`config.mk`:
```
export PLATFORM = sky130hd
export DESIGN_NAME = fpd_dram_ctrl
export DESIGN_NICKNAME = d
export VERILOG_FILES = /design/src/rtl/fpd_pkg.sv /design/src/rtl/fpd_phase_ctr.sv /design/src/rtl/fpd_addr_mux.sv /design/src/rtl/fpd_dram_ctrl.sv
export SDC_FILE = /design/constraint.sdc
export NUM_CORES = 1
export LEC_CHECK = 0
export ABC_AREA = 1
export BUFFER_PORTS_ARGS = -buffer_cell sky130_fd_sc_hd__buf_2
export CAP_MARGIN = 20
export CORE_MARGIN = 3
export CORE_UTILIZATION = 35
export DETAILED_ROUTE_END_ITERATION = 8
export REMOVE_ABC_BUFFERS = 1
export SYNTH_ARGS = -nofsm -noshare
export SYNTH_HDL_FRONTEND = slang
export SYNTH_HIERARCHICAL = 1
export SYNTH_SLANG_ARGS = --single-unit
```
`constraint.sdc`:
```
create_clock -name clk -period 3.95 [get_ports clk]
set_clock_uncertainty 0.1 [all_clocks]
set_input_delay 0.395 -clock clk [delete_from_list [all_inputs] [get_ports clk]]
set_output_delay 0.395 -clock clk [all_outputs]
set_load 0.01 [all_outputs]
```
`src/rtl/fpd_pkg.sv`:
```
package fpd_pkg;
    typedef enum logic [1:0] {
        ST_IDLE     = 2'd0,
        ST_ROWACT   = 2'd1,
        ST_COLACC   = 2'd2,
        ST_PAGEOPEN = 2'd3
    } fpd_state_e;
endpackage

```
`src/rtl/fpd_phase_ctr.sv`:
```
// Measures the current low and high phase of one strobe and keeps the
// length of the last completed low phase. Counts saturate at CNT_MAX.
module fpd_phase_ctr #(
    parameter int W       = 14,
    parameter int CNT_MAX = 7500
) (
    input  logic         clk,
    input  logic         rst_n,
    input  logic         low_nxt,
    output logic [W-1:0] low_cnt,
    output logic [W-1:0] high_cnt,
    output logic [W-1:0] last_low
);
    localparam logic [W-1:0] SAT = W'(CNT_MAX);

    always_ff @(posedge clk or negedge rst_n) begin
        if (!rst_n) begin
            low_cnt  <= '0;
            high_cnt <= '0;
            last_low <= '0;
        end else if (low_nxt) begin
            if (low_cnt != SAT) low_cnt <= low_cnt + 1'b1;
            high_cnt <= '0;
        end else begin
            if (low_cnt != '0) last_low <= low_cnt;
            low_cnt <= '0;
            if (high_cnt != SAT) high_cnt <= high_cnt + 1'b1;
        end
    end
endmodule

```
`src/rtl/fpd_addr_mux.sv`:
```
// Splits a byte address into row and column and selects which one the
// multiplexed pins carry.
module fpd_addr_mux #(
    parameter int ADDR_W = 17,
    parameter int COL_W  = 9,
    parameter int PIN_W  = 9
) (
    input  logic [ADDR_W-1:0] addr,
    input  logic              sel_col,
    output logic [PIN_W-1:0]  pins
);
    localparam int ROW_W = ADDR_W - COL_W;

    logic [ROW_W-1:0] row;
    logic [COL_W-1:0] col;
    logic [PIN_W-1:0] row_pins;
    logic [PIN_W-1:0] col_pins;

    assign row = addr[ADDR_W-1:COL_W];
    assign col = addr[COL_W-1:0];

    generate
        if (PIN_W > ROW_W) begin : g_row_pad
            assign row_pins = {{(PIN_W-ROW_W){1'b0}}, row};
        end else begin : g_row_full
            assign row_pins = row;
        end
        if (PIN_W > COL_W) begin : g_col_pad
            assign col_pins = {{(PIN_W-COL_W){1'b0}}, col};
        end else begin : g_col_full
            assign col_pins = col;
        end
    endgenerate

    assign pins = sel_col ? col_pins : row_pins;
endmodule

```
`src/rtl/fpd_dram_ctrl.sv`:
```
module fpd_dram_ctrl
    import fpd_pkg::*;
#(
    parameter int ADDR_W    = 17,
    parameter int COL_W     = 9,
    parameter int DATA_W    = 8,
    parameter int T_RAS_MIN = 5,
    parameter int T_RAS_MAX = 7500,
    parameter int T_RP      = 3,
    parameter int T_RC      = 9,
    parameter int T_RCD     = 2,
    parameter int T_RAH     = 1,
    parameter int T_CAS     = 1,
    parameter int T_CP      = 1,
    parameter int T_PC      = 3,
    parameter int T_CRP     = 1,
    parameter int T_RAC     = 5,
    parameter int T_CAC     = 2,
    parameter int T_CAA     = 3,
    parameter int T_WDH     = 1
) (
    input  logic                                   clk,
    input  logic                                   rst_n,
    input  logic                                   hold_req,
    input  logic                                   req_valid,
    output logic                                   req_ready,
    input  logic                                   req_we,
    input  logic [ADDR_W-1:0]                      req_addr,
    input  logic [DATA_W-1:0]                      req_wdata,
    output logic                                   rd_valid,
    output logic [DATA_W-1:0]                      rd_data,
    output logic                                   mem_ras_n,
    output logic                                   mem_cas_n,
    output logic                                   mem_we_n,
    output logic                                   mem_oe_n,
    output logic [((ADDR_W-COL_W) > COL_W ? (ADDR_W-COL_W) : COL_W)-1:0] mem_a,
    output logic [DATA_W-1:0]                      mem_dq_out,
    output logic                                   mem_dq_oe,
    input  logic [DATA_W-1:0]                      mem_dq_in
);
    localparam int ROW_W = ADDR_W - COL_W;
    localparam int PIN_W = (ROW_W > COL_W) ? ROW_W : COL_W;
    localparam int CW    = $clog2(T_RAS_MAX + 1) + 1;
    // Slack kept before the row limit: worst page wait plus worst column cycle.
    localparam int GUARD = T_PC + T_RAC + T_CAA + T_CAS + T_WDH + 2;
    localparam int DUE   = T_RAS_MAX - GUARD;
    localparam int RD_A  = (T_CAC > T_CAA) ? T_CAC : T_CAA;
    localparam int RD_MIN = (RD_A > T_CAS) ? RD_A : T_CAS;
    localparam int WR_MIN = (T_WDH > T_CAS) ? T_WDH : T_CAS;

    localparam logic [CW-1:0] C_RAS_MIN = CW'(T_RAS_MIN);
    localparam logic [CW-1:0] C_RAS_MAX = CW'(T_RAS_MAX);
    localparam logic [CW-1:0] C_DUE     = CW'(DUE);
    localparam logic [CW-1:0] C_RP      = CW'(T_RP);
    localparam logic [CW:0]   C_RC      = (CW+1)'(T_RC);
    localparam logic [CW-1:0] C_RCD     = CW'(T_RCD);
    localparam logic [CW-1:0] C_RAH     = CW'(T_RAH);
    localparam logic [CW-1:0] C_CP      = CW'(T_CP);
    localparam logic [CW:0]   C_PC      = (CW+1)'(T_PC);
    localparam logic [CW-1:0] C_CRP     = CW'(T_CRP);
    localparam logic [CW-1:0] C_RAC     = CW'(T_RAC);
    localparam logic [CW-1:0] C_RDMIN   = CW'(RD_MIN);
    localparam logic [CW-1:0] C_WRMIN   = CW'(WR_MIN);

    fpd_state_e state_q, state_d;

    logic              lat_we;
    logic [ADDR_W-1:0] lat_addr;
    logic [DATA_W-1:0] lat_wdata;

    logic [CW-1:0] ras_lo, ras_hi, ras_last;
    logic [CW-1:0] cas_lo, cas_hi, cas_last;

    logic accept, capture;
    logic row_hit, precharged, page_ready, close_due, ras_min_ok, col_done;
    logic want_close, sel_col;

    // One phase counter per strobe; next-state based so counts match the pins.
    fpd_phase_ctr #(.W(CW), .CNT_MAX(T_RAS_MAX)) u_ras_ph (
        .clk(clk), .rst_n(rst_n), .low_nxt(state_d != ST_IDLE),
        .low_cnt(ras_lo), .high_cnt(ras_hi), .last_low(ras_last)
    );

    fpd_phase_ctr #(.W(CW), .CNT_MAX(T_RAS_MAX)) u_cas_ph (
        .clk(clk), .rst_n(rst_n), .low_nxt(state_d == ST_COLACC),
        .low_cnt(cas_lo), .high_cnt(cas_hi), .last_low(cas_last)
    );

    fpd_addr_mux #(.ADDR_W(ADDR_W), .COL_W(COL_W), .PIN_W(PIN_W)) u_amux (
        .addr(lat_addr), .sel_col(sel_col), .pins(mem_a)
    );

    // Interlock conditions
    assign row_hit    = req_addr[ADDR_W-1:COL_W] == lat_addr[ADDR_W-1:COL_W];
    assign precharged = (ras_hi >= C_RP) && (cas_hi >= C_CRP) &&
                        (({1'b0, ras_last} + {1'b0, ras_hi}) >= C_RC);
    assign page_ready = (cas_hi >= C_CP) &&
                        (({1'b0, cas_last} + {1'b0, cas_hi}) >= C_PC);
    assign close_due  = ras_lo >= C_DUE;
    assign ras_min_ok = ras_lo >= C_RAS_MIN;
    assign col_done   = lat_we ? (cas_lo >= C_WRMIN)
                               : ((cas_lo >= C_RDMIN) && (ras_lo >= C_RAC));
    assign want_close = hold_req || close_due || (req_valid && !row_hit);

    always_comb begin
        unique case (state_q)
            ST_IDLE:     req_ready = !hold_req && precharged;
            ST_PAGEOPEN: req_ready = !want_close && row_hit && page_ready;
            default:     req_ready = 1'b0;
        endcase
    end
    assign accept = req_valid && req_ready;

    // Next-state process
    always_comb begin
        state_d = state_q;
        capture = 1'b0;
        unique case (state_q)
            ST_IDLE: begin
                if (accept) state_d = ST_ROWACT;                  // open
            end
            ST_ROWACT: begin
                if (ras_lo >= C_RCD) state_d = ST_COLACC;         // rcd_done
            end
            ST_COLACC: begin
                if (col_done) begin                                // col_done
                    capture = !lat_we;
                    state_d = ST_PAGEOPEN;
                end
            end
            ST_PAGEOPEN: begin
                if (want_close) begin
                    if (ras_min_ok) state_d = ST_IDLE;            // close
                end else if (accept) begin
                    state_d = ST_COLACC;                          // page_hit
                end
            end
            default: state_d = ST_IDLE;
        endcase
    end

    // State register and request latch
    always_ff @(posedge clk or negedge rst_n) begin
        if (!rst_n) begin
            state_q   <= ST_IDLE;
            lat_we    <= 1'b0;
            lat_addr  <= '0;
            lat_wdata <= '0;
            rd_valid  <= 1'b0;
            rd_data   <= '0;
        end else begin
            state_q  <= state_d;
            rd_valid <= capture;
            if (capture) rd_data <= mem_dq_in;
            if (accept) begin
                lat_we    <= req_we;
                lat_addr  <= req_addr;
                lat_wdata <= req_wdata;
            end
        end
    end

    // Output process (Moore, decoded from the registered state)
    always_comb begin
        mem_ras_n  = 1'b1;
        mem_cas_n  = 1'b1;
        mem_we_n   = 1'b1;
        mem_oe_n   = 1'b1;
        mem_dq_oe  = 1'b0;
        sel_col    = 1'b0;
        unique case (state_q)
            ST_IDLE: ;
            ST_ROWACT: begin
                mem_ras_n = 1'b0;
                sel_col   = ras_lo > C_RAH;
            end
            ST_COLACC: begin
                mem_ras_n = 1'b0;
                mem_cas_n = 1'b0;
                mem_we_n  = !lat_we;
                mem_oe_n  = lat_we;
                mem_dq_oe = lat_we;
                sel_col   = 1'b1;
            end
            ST_PAGEOPEN: begin
                mem_ras_n = 1'b0;
                sel_col   = 1'b1;
            end
            default: ;
        endcase
    end
    assign mem_dq_out = lat_wdata;

    // Assertions
    p_ras_low_min_r2: assert property (@(posedge clk) disable iff (!rst_n)
        $rose(mem_ras_n) |-> ras_last >= C_RAS_MIN);
    p_ras_low_max_r2: assert property (@(posedge clk) disable iff (!rst_n)
        !mem_ras_n |-> ras_lo < C_RAS_MAX);
    p_precharge_r3: assert property (@(posedge clk) disable iff (!rst_n)
        $fell(mem_ras_n) |-> $past(ras_hi) >= C_RP);
    p_rcd_r4: assert property (@(posedge clk) disable iff (!rst_n)
        $fell(mem_cas_n) |-> (!mem_ras_n && ras_lo > C_RCD));
    p_cas_pre_r5: assert property (@(posedge clk) disable iff (!rst_n)
        $fell(mem_cas_n) |-> $past(cas_hi) >= C_CP);
    p_wr_drive_r7: assert property (@(posedge clk) disable iff (!rst_n)
        mem_dq_oe |-> (!mem_we_n && !mem_cas_n));
    p_oe_read_r11: assert property (@(posedge clk) disable iff (!rst_n)
        !mem_oe_n |-> (!mem_cas_n && mem_we_n && !mem_dq_oe));
    p_hold_closed_r10: assert property (@(posedge clk) disable iff (!rst_n)
        (hold_req && mem_ras_n) |=> mem_ras_n);
endmodule

```
==> key figures <==
Power and ir drop
  – Combinational Power Share: 0.393
  – Clock power frac: 0.296
  – Peak supply drop: 0.328 mV
  – Cell area power density: 493 nW/um2
  – Total Power: 0.00499 W
  – Leak pwr: 5.52 nW
  – Switching pwr: 0.00200 W
  – Switch share: 0.401
  – Internal: 0.00298 W
  – Reg power frac: 0.311

Global routing
  – Initial antenna violation count: 1
  – GRT Overall Usage: 0.166
  – Largest net degree at the start of global routing: 63
  – First-pass GRT wire length: 36700 um
  – Vias in the first global route: 7518
  – GRT overflow: 0

Clocking
  – CTS Root Buffer Type: clkbuf_16
  – CTS max path bufs: 2
  – Clock tree sinks: 121
  – CTS tree: built
  – Clock transition at path regs: 0.06 ns
  – H-tree depth: 4
  – CTS buffer count: 17
  – Worst skew pair latency: 0.41 ns
  – Postcts setup bufs: 0

Die
  – Core area: 24500 um2
  – Die Area: 26900 um2
  – Die width: 164 um
  – IO Pins: 70
  – Starting density of the core: 0.357
  – Row cnt: 57
  – DIE HEIGHT: 164 um

STA
  – Worst Tran Pin Value: 0.807 ns
  – Unrepaired setup endpoints after global routing: no
  – Fin. Hold Viols: 0
  – Final Critical Period: 3.53 ns
  – Fin. max-slew vios: 0
  – Setup TNS: 0 ns
  – Fmax: 283 MHz
  – Worst slew margin: 0.462
  – Final WS setup: 0.419 ns
  – Final period utilization: 0.894
  – Final setup vio count: 0

Setup path
  – Setup crit end kind: flop
  – Reg2Reg Capture Point: u_cas_ph/last_low[6]$_DFFE_PN0P_
  – Worst reg2reg path depth: 25
  – CP arrival: 3.73 ns
  – Max FO, Critical Path: 21
  – CP Launch Type: flop
  – Kind of critical path: reg2reg
  – Worst R2R Setup Slack: 0.42 ns
  – RR Startpoint: u_cas_ph/high_cnt[5]$_DFFE_PN0P_
  – Worst endpoint required time: 4.15 ns

Place
  – Placer congestion estimate: 0.884
  – IO buf count: 69
  – Final HPWL DP: 16700 um
  – DP Area: 9530 um2
  – Worst slack, placed: 0.361 ns

Synth
  – Post-synthesis sequential area ratio: 0.346
  – Avg Inst Size Synth: 6.76 um2
  – Post-synth top flop: dfrtp_1
  – Distinct cells, synth: 44
  – EDFF count, synth: 0
  – Yosys reg bits: 121
  – Synth Cell Area: 8740 um2
  – Synth warnings: 6
  – Syn Inst Count: 1293
  – Post-synthesis async set-or-reset flop share: 1.00

Layout
  – Final nets: 1465
  – Leading cell types in the layout, fill and taps excluded: 456 x nand2_1, 165 x inv_1, 156 x nor2_1
  – Antenna cells: 0
  – Layout cells sized above 1: 0.136
  – Most common cell after layout, fill and taps aside: nand2_1
  – Area Overhead vs Synth: 15.6%
  – Core Util, Final: 0.413
  – Post-Layout Inst Area: 10100 um2

Routing
  – Routed wire per std cell: 12.6 um
  – DR iter-0 viols: 544
  – DRC: 0
  – DR pass1 iterations: 5
  – DR vias: 8064
  – Vias per inst: 4.69
  – DRT Wirelength: 21600 um
  – Antenna Nets Post-Route: 0

Hold path
  – WHS Path Cells: 3
  – Worst Hold End: rd_data[0]$_DFFE_PN0P_
  – Hold wc startpoint: mem_dq_in[0]
  – Worst hold path class: in2reg

Outcome
  – Status: complete, no violations

Run
  – Total of max-cap violations: 0
## power by group through the flow
stage | clock network [W] | registers (W) | logic (W)
3_3_place_gp | 0 | 0.00157 | 0.00194
6_report | 0.00147 | 0.00155 | 0.00196
2_1_floorplan | 0 | 0.00158 | 0.00123
3_5_place_dp | 0 | 0.00157 | 0.00196
4_1_cts | 0.00151 | 0.00155 | 0.00196
5_1_grt | 0.00157 | 0.00158 | 0.00223
## metal layers
layer  track usage  part of all wire
met5             0           0.00032
met4        0.0361            0.0085
met3        0.0358             0.044
met2         0.260              0.44
met1         0.236              0.51
## critical path, cell delays in order (launching register included)
cell	delay, ns
dfrtp_1	0.48
ha_1	0.42
nand2_1	0.12
nor2_1	0.14
nand2_1	0.09
nand3_1	0.10
nand2_1	0.05
nand2_1	0.06
nand2_1	0.06
nor2_1	0.10
nand2_1	0.06
nor2_1	0.12
nand2_1	0.11
nand2_1	0.12
nand2_1	0.06
nand4_1	0.09
nand2_1	0.06
nand2_1	0.05
nand2_1	0.04
nand2_1	0.09
a21oi_1	0.08
inv_1	0.32
buf_12	0.21
nand2_4	0.11
nand2_1	0.10
nand2_1	0.05
## cell families after synthesis
family                     count (synthesis)  share of synthesized area
DFF                                      121                      0.346
adders and majority gates                 43                     0.0633
muxes                                     18                     0.0301
and+or+nand+nor                          837                      0.413
buffers and inverters                    196                     0.0941
AOI/OAI and AO/OA                         72                     0.0474
xor gates and xnor gates                   6                    0.00601
## Yosys cell counts (3+ instances only)
cell	count	area, um2
nand2_1	456	1710
buf_6	9	101
o21bai_1	8	60.1
nand4_1	27	169
a21oi_1	31	155
nand2_2	8	50.1
nor3_1	10	50.1
nor2_4	4	45.0
xnor2_1	3	26.3
nor2_1	156	586
buf_2	9	45.0
inv_1	166	623
nor4_1	9	56.3
nor2_2	6	37.5
dfrtp_1	121	3030
nand3b_1	9	67.6
mux2_4	16	240
inv_2	7	26.3
nand3_1	126	631
or2_2	13	81.3
o21ai_0	24	120
xor2_1	3	26.3
nand2_4	3	33.8
ha_1	41	513
## registers in the layout, indices dropped and copies added, names as in the netlist
register / flops
lat_addr: 17
u_cas_ph/high_cnt: 14
u_cas_ph/last_low: 14
u_cas_ph/low_cnt: 14
u_ras_ph/high_cnt: 14
u_ras_ph/last_low: 14
u_ras_ph/low_cnt: 14
mem_dq_out: 8
rd_data: 8
state_q: 2
lat_we: 1
rd_valid: 1
## worst max path at each step
stage	slack, ns	start	depth (start not counted)	end
final	0.42	u_cas_ph/high_cnt[5]$_DFFE_PN0P_	25	u_cas_ph/last_low[6]$_DFFE_PN0P_
after global routing	0.004	u_cas_ph/last_low[0]$_DFFE_PN0P_	26	u_cas_ph/last_low[12]$_DFFE_PN0P_
after CTS	0.33	u_cas_ph/high_cnt[5]$_DFFE_PN0P_	24	u_ras_ph/last_low[8]$_DFFE_PN0P_
after detailed placement	0.36	u_cas_ph/high_cnt[5]$_DFFE_PN0P_	24	u_ras_ph/last_low[8]$_DFFE_PN0P_
after global placement	0.36	u_ras_ph/high_cnt[7]$_DFFE_PN0P_	23	u_ras_ph/last_low[0]$_DFFE_PN0P_
after floorplan	-0.44	u_cas_ph/high_cnt[0]$_DFFE_PN0P_	24	u_cas_ph/last_low[13]$_DFFE_PN0P_
## area by class of cell
cell class / instances / area [um2]
inverters: 174 / 657
fillers: 2532 / 14400
flip-flops and latches: 121 / 3030
clock inverters: 14 / 125
clock buffers: 18 / 439
multi-input cells: 976 / 4890
well taps: 324 / 405
repair buffers: 94 / 563
## through the flow
step	instances	hold WS, ns
2_1_floorplan	1271	-0.000591
3_5_place_dp	1688	0.360
5_1_grt	1721	0.0775
6_report	1721	0.0701
3_3_place_gp	1688	0.359
4_1_cts	1721	0.0613
## what timing repair did
item,4_1_cts,5_1_grt
endpoints found under the setup margin,0,17
hold endpoints to repair,9,0
hold buffers,1,0
gates resized for setup,0,1
Power figures use the tool's default switching activity.
